$ cat src/rtl/faw_pkg.sv
// Package faw_pkg
// Shared constants for the rolling activate-window limiter.
// Assumes the activate limit is a power of two, so the history pointer
// wraps naturally.
package faw_pkg;
    localparam int unsigned FAW_ACTS_DEF  = 4;
    localparam int unsigned FAW_WIN_W_DEF = 6;
endpackage

$ cat src/rtl/faw_stamp_counter.sv
// Module faw_stamp_counter
// Free-running cycle counter that supplies the stamps for issued activates.
// Assumes that users compare stamps only by modular subtraction.
module faw_stamp_counter #(
    parameter int unsigned STAMP_W = 7
) (
    input  logic               clk,
    input  logic               rst_n,
    output logic [STAMP_W-1:0] now
);
    // Advance the cycle count by one every clock.
    always_ff @(posedge clk) begin
        if (!rst_n) now <= '0;
        else        now <= now + 1'b1;
    end
endmodule

$ cat src/rtl/faw_history.sv
// Module faw_history
// Circular store of the cycle stamps of the last ACTS issued activates.
// The write pointer always names the oldest slot. A slot retires (its valid
// bit clears) once its age reaches MAX_AGE, which keeps every live age below
// the stamp modulus.
// Assumes ACTS is a power of two and MAX_AGE < 2**STAMP_W.
module faw_history #(
    parameter int unsigned ACTS    = 4,
    parameter int unsigned STAMP_W = 7,
    parameter int unsigned MAX_AGE = 63
) (
    input  logic               clk,
    input  logic               rst_n,
    input  logic               push,
    input  logic [STAMP_W-1:0] now,
    output logic               oldest_valid,
    output logic [STAMP_W-1:0] oldest_stamp
);
    localparam int unsigned PTR_W = (ACTS > 1) ? $clog2(ACTS) : 1;

    logic [PTR_W-1:0]   wr_ptr;
    logic [STAMP_W-1:0] slot_stamp [ACTS];
    logic [ACTS-1:0]    slot_valid;

    // Step the oldest-slot pointer on every recorded activate.
    always_ff @(posedge clk) begin
        if (!rst_n)    wr_ptr <= '0;
        else if (push) wr_ptr <= (wr_ptr == PTR_W'(ACTS-1)) ? '0 : wr_ptr + 1'b1;
    end

    for (genvar gi = 0; gi < ACTS; gi++) begin : g_slot
        logic [STAMP_W-1:0] age;
        logic               hit;
        assign age = now - slot_stamp[gi];
        assign hit = push && (wr_ptr == PTR_W'(gi));

        // Record a new stamp, or retire the slot once its age is too large to matter.
        always_ff @(posedge clk) begin
            if (!rst_n) begin
                slot_valid[gi] <= 1'b0;
                slot_stamp[gi] <= '0;
            end else if (hit) begin
                slot_valid[gi] <= 1'b1;
                slot_stamp[gi] <= now;
            end else if (slot_valid[gi] && age >= STAMP_W'(MAX_AGE)) begin
                slot_valid[gi] <= 1'b0;
            end
        end
    end

    // Present the slot that the next activate would overwrite.
    always_comb begin
        oldest_valid = slot_valid[wr_ptr];
        oldest_stamp = slot_stamp[wr_ptr];
    end
endmodule

$ cat src/rtl/faw_window_check.sv
// Module faw_window_check
// Permission test: an activate is legal when the oldest recorded one is
// absent or is at least win_len cycles old.
// Assumes the history guarantees that a valid stamp is less than 2**STAMP_W old.
module faw_window_check #(
    parameter int unsigned WIN_W   = 6,
    parameter int unsigned STAMP_W = 7
) (
    input  logic               oldest_valid,
    input  logic [STAMP_W-1:0] oldest_stamp,
    input  logic [STAMP_W-1:0] now,
    input  logic [WIN_W-1:0]   win_len,
    output logic               allow
);
    logic [STAMP_W-1:0] elapsed;

    // Compare the age of the oldest activate with the programmed window.
    always_comb begin
        elapsed = now - oldest_stamp;
        allow   = !oldest_valid || (elapsed >= STAMP_W'(win_len));
    end
endmodule

$ cat src/rtl/faw_act_limiter.sv
// Module faw_act_limiter (top)
// Grants row-activates so that at most ACTS fall within any rolling window of
// win_len clocks, counted across all banks. The grant is combinational, so a
// request and its grant share a cycle.
// Assumes win_len is held within 1 .. 2**WIN_W-1; a value of 0 never blocks.
module faw_act_limiter #(
    parameter int unsigned ACTS  = faw_pkg::FAW_ACTS_DEF,
    parameter int unsigned WIN_W = faw_pkg::FAW_WIN_W_DEF
) (
    input  logic             clk,
    input  logic             rst_n,
    input  logic             act_req,
    input  logic [WIN_W-1:0] win_len,
    output logic             act_ok,
    output logic             act_fire
);
    localparam int unsigned STAMP_W = WIN_W + 1;
    localparam int unsigned MAX_AGE = (1 << WIN_W) - 1;

    logic [STAMP_W-1:0] now;
    logic               oldest_valid;
    logic [STAMP_W-1:0] oldest_stamp;
    logic               allow;

    faw_stamp_counter #(.STAMP_W(STAMP_W)) u_cnt (
        .clk   (clk),
        .rst_n (rst_n),
        .now   (now)
    );

    faw_history #(.ACTS(ACTS), .STAMP_W(STAMP_W), .MAX_AGE(MAX_AGE)) u_hist (
        .clk          (clk),
        .rst_n        (rst_n),
        .push         (act_fire),
        .now          (now),
        .oldest_valid (oldest_valid),
        .oldest_stamp (oldest_stamp)
    );

    faw_window_check #(.WIN_W(WIN_W), .STAMP_W(STAMP_W)) u_chk (
        .oldest_valid (oldest_valid),
        .oldest_stamp (oldest_stamp),
        .now          (now),
        .win_len      (win_len),
        .allow        (allow)
    );

    // Drive the grant and the issue strobe from the permission test.
    always_comb begin
        act_ok   = allow;
        act_fire = act_req && allow;
    end
endmodule

$ cat config.mk
export PLATFORM = sky130hd
export DESIGN_NAME = faw_act_limiter
export DESIGN_NICKNAME = d
export VERILOG_FILES = /design/src/rtl/faw_pkg.sv /design/src/rtl/faw_stamp_counter.sv /design/src/rtl/faw_history.sv /design/src/rtl/faw_window_check.sv /design/src/rtl/faw_act_limiter.sv
export SDC_FILE = /design/constraint.sdc
export NUM_CORES = 1
export LEC_CHECK = 0
export ABC_CLOCK_PERIOD_IN_PS = 4000
export BUFFER_PORTS_ARGS = -buffer_cell sky130_fd_sc_hd__buf_2
export CELL_PAD_IN_SITES_DETAIL_PLACEMENT = 0
export CELL_PAD_IN_SITES_GLOBAL_PLACEMENT = 1
export CORE_MARGIN = 2
export CORE_UTILIZATION = 35
export DETAILED_ROUTE_END_ITERATION = 7
export PLACE_DENSITY = 0.74
export REMOVE_ABC_BUFFERS = 1
export SYNTH_ARGS = -nofsm -noshare
export SYNTH_HDL_FRONTEND = slang
export SYNTH_HIERARCHICAL = 1
export SYNTH_SLANG_ARGS = --single-unit
$ cat constraint.sdc
create_clock -name clk -period 4 [get_ports clk]
set_input_delay 0 -clock clk [delete_from_list [all_inputs] [get_ports clk]]
set_output_delay 0 -clock clk [all_outputs]
set_load 0.02 [all_outputs]
==> impl_metrics.tcl <==
set metrics [dict create \
    status "finished, violations left" \
    violations "negative setup slack" \
    grt_max_degree 24 \
    finalSetupViolCount 9 \
    worstSetupPathType "flip-flop to flip-flop" \
    core.rowCount 35 \
    pwr_density_cell_mw_per_mm2 327 \
    synth_top_family_by_area "simple AND/OR/NAND/NOR gates" \
    synth.area.top_cells "edfxtp_1 (25%), ha_1 (15%), dfxtp_1 (8.9%)" \
    internal_power_uw 931 \
    dieArea_mm2 0.0105 \
    clockBufferDepth 2 \
    antenna_found_initial 0 \
    diodes 0 \
    syn_area_per_cell_um2 10.2 \
    ys_ff_latch 43 \
    totalPowerFinal_mw 1.35 \
    yosys.area_share.simple_pct 21.4 \
    path_cells "mux4_2, inv_2, ha_4, nor2b_1, o21a_1, o21a_1, o311ai_1, ha_1, nand3_1, and4b_1, nand4_1, or4_4, and2_4, buf_6, and3_4, and2_4" \
    dr.pass1.iters 4 \
    num_vias 2523 \
    cts_root_buf "clkbuf_8" \
    skew_ps 8.69 \
    fillers 892 \
    clk_latency_ps 310 \
    final_core_util_pct 44.1 \
    ir_drop_mv 0.206 \
    swShare_pct 30.9 \
    syn_to_final_growth_pct 21.5 \
    synthArstFlopShare_pct 0 \
    htreeDepth 2 \
    slew_headroom_pct 58.1 \
    clock_sinks 43 \
    grt-ovfl-total 0 \
    numPortBuffers 10 \
    synth_area_leader_cell "edfxtp_1" \
    syn_area_mm2 0.00339 \
    ys_seq_area_share_pct 33.7 \
    synth_top_flop_cell "edfxtp_1" \
    synth-xor-area-share_pct 6.39 \
    synth_top_area_share_pct 24.8 \
    drv_cap 0 \
    final_nets 441 \
    synth_edf_count 28 \
    yosys-top-cells-count "ha_1 (41), inv_1 (41), and2_1 (32)" \
    ant_nets 0 \
    yosys_warnings 6 \
    leakage_nw 1.81 \
    dp_slack_ps -311 \
    num_io_pins 11 \
    min_period_over_period_pct 101 \
    min_path_type "primary input to flip-flop" \
    cts.clk_slew.worst_paths_ps 90 \
    synth_compound_area_share_pct 7.94 \
    ctsHoldBuffers 0 \
    wire_per_inst_um 15.5 \
    ys_types 48 \
    p_sw_uw 416 \
    grt_pass1_wl_um 12900 \
    synth_mux_area_share_pct 6.20 \
    coreArea_mm2 0.00933 \
    grt_pass1_vias 2481 \
    grt_util_all_layers_pct 16.5 \
    hold_viol 0 \
    arrival_ps 4130 \
    reg2reg_setup_slack_ps -60 \
    fin_ws_ps -60.0 \
    die_h_um 102 \
    drive_gt1_share_pct 27.4 \
    routed_wl_um 8020 \
    drc_errors 0 \
    fmax_mhz 246 \
    worst_slew_pin_slew_ps 628 \
    rsz0062_at_grt "yes" \
    initial_core_util_pct 36.3 \
    slowest_stage "or4_4" \
    cts_inserted_buffers 5 \
    pwr-share-seq_pct 39.2 \
    drt_iter0_markers 97 \
    die_width_um 102 \
    combPwrFrac_pct 34.4 \
    synth_fa_ha_area_share_pct 18.1 \
    drv_slew 0 \
    min_period_ps 4060 \
    avgViaCountPerCell 4.89 \
    required_ps 4080 \
    cts_tree "done" \
    critPathMaxFanout 7 \
    clock_power_share_pct 26.3 \
    slowest_delay_ps 530 \
    place_congestion 0.838 \
    hpwl_um 5860 \
    synthCells 331 \
    end_kind "flip-flop" \
    critPathLaunchType "flip-flop" \
]
==> placed cells by master (no fill, tap or decap), types with 2 or more instances in the layout <==
master / count
a21boi_0: 3
a21o_1: 5
a21oi_1: 16
a21oi_2: 5
a31oi_1: 3
and2_1: 26
and2_4: 6
and3_1: 2
and3_4: 4
buf_2: 10
buf_4: 44
buf_6: 2
clkbuf_8: 5
dfxtp_1: 14
edfxtp_1: 28
fa_1: 4
ha_1: 40
inv_1: 40
mux2i_1: 3
mux4_2: 8
nand2_1: 17
nand2b_1: 7
nand3_1: 11
nand3b_1: 6
nand4_1: 5
nor2_1: 7
nor2_2: 2
nor2b_1: 8
nor3b_2: 3
nor4b_4: 3
o21a_1: 4
o311ai_1: 2
xnor2_1: 6
xor2_1: 15
xor2_2: 2
==> power groups by stage <==
stage	logic [mW]	clock network (mW)	registers, mW
detailed placement	0.414	0	0.538
global placement	0.409	0	0.537
floorplan	0.270	0	0.535
finish	0.464	0.355	0.529
CTS	0.442	0.359	0.528
global route	0.522	0.374	0.531
==> worst max-delay path, delay by kind of cell (launching register included) <==
kind,cells,cell delay (ps)
adder cells (fa/ha/maj),2,490
AO/OA/AOI/OAI,3,640
AND/OR/NAND/NOR,8,1530
buffers and inverters,2,220
flip-flops,1,420
multiplexers,1,510
==> logic make-up after synthesis <==
kind of cell	Yosys count
flops	43
buf+inv	49
simple gates	116
fa+ha+maj	46
compound gates	43
xor+xnor	23
mux	11
==> per-stage QoR <==
stage	setup TNS [ps]	instances	area, µm²	hold slack, ps
floorplan	-24400	323	3330	122
global placement	-6710	502	3840	485
detailed placement	-11690	502	3840	498
CTS	-644	512	4060	189
global route	-5790	516	4120	217
finish	-394	516	4120	209
==> metal layers <==
metal	routed length (µm)	share of wire, %	up-vias	global-route usage [%]
met4	60	0.75	0	3.69
met2	3900	49	39	28.3
met3	284	3.5	6	2.60
met1	3770	47	1219	21.9
li1	-	-	1259	-
met5	0	0	-	0
==> flip-flops by register name, summed over array words and instances, names as in the netlist, named ones only <==
signal and count:
u_hist/slot_valid 4, u_cnt/now 7, u_hist/wr_ptr 2, u_hist/slot_stamp 28
==> final timing paths <==
check | end | depth (start not counted) | startpoint
hold / removal | u_cnt/now[5]$_SDFF_PN0_ | 3 | rst_n
hold reg to reg | u_hist/slot_valid[3]$_SDFFE_PN0P_ | 2 | u_hist/slot_valid[3]$_SDFFE_PN0P_
setup / recovery | u_hist/slot_stamp[3][1]$_SDFFCE_PN0P_ | 16 | u_hist/slot_stamp[2][1]$_SDFFCE_PN0P_
setup reg to reg | u_hist/slot_stamp[3][1]$_SDFFCE_PN0P_ | 16 | u_hist/slot_stamp[2][1]$_SDFFCE_PN0P_
==> cell type report <==
| type | instances | area, µm² | area share [%] |
|---|---|---|---|
| well taps | 129 | 161 | 3.92 |
| flip-flops and latches | 43 | 1140 | 27.7 |
| clock buffers | 5 | 68.8 | 1.67 |
| repair buffers | 56 | 403 | 9.78 |
| multi-input cells | 239 | 2140 | 52.0 |
| clock inverters | 3 | 46.3 | 1.12 |
| inverters | 41 | 154 | 3.74 |
==> what timing repair did <==
item / in CTS / in global routing
resized for setup: 22 / 8
hold endpoints to repair: 0 / 0
setup endpoints to repair: 65 / 65
pin swaps: 11 / 7
setup buffers: 2 / 4
Power figures use the tool's default switching activity.
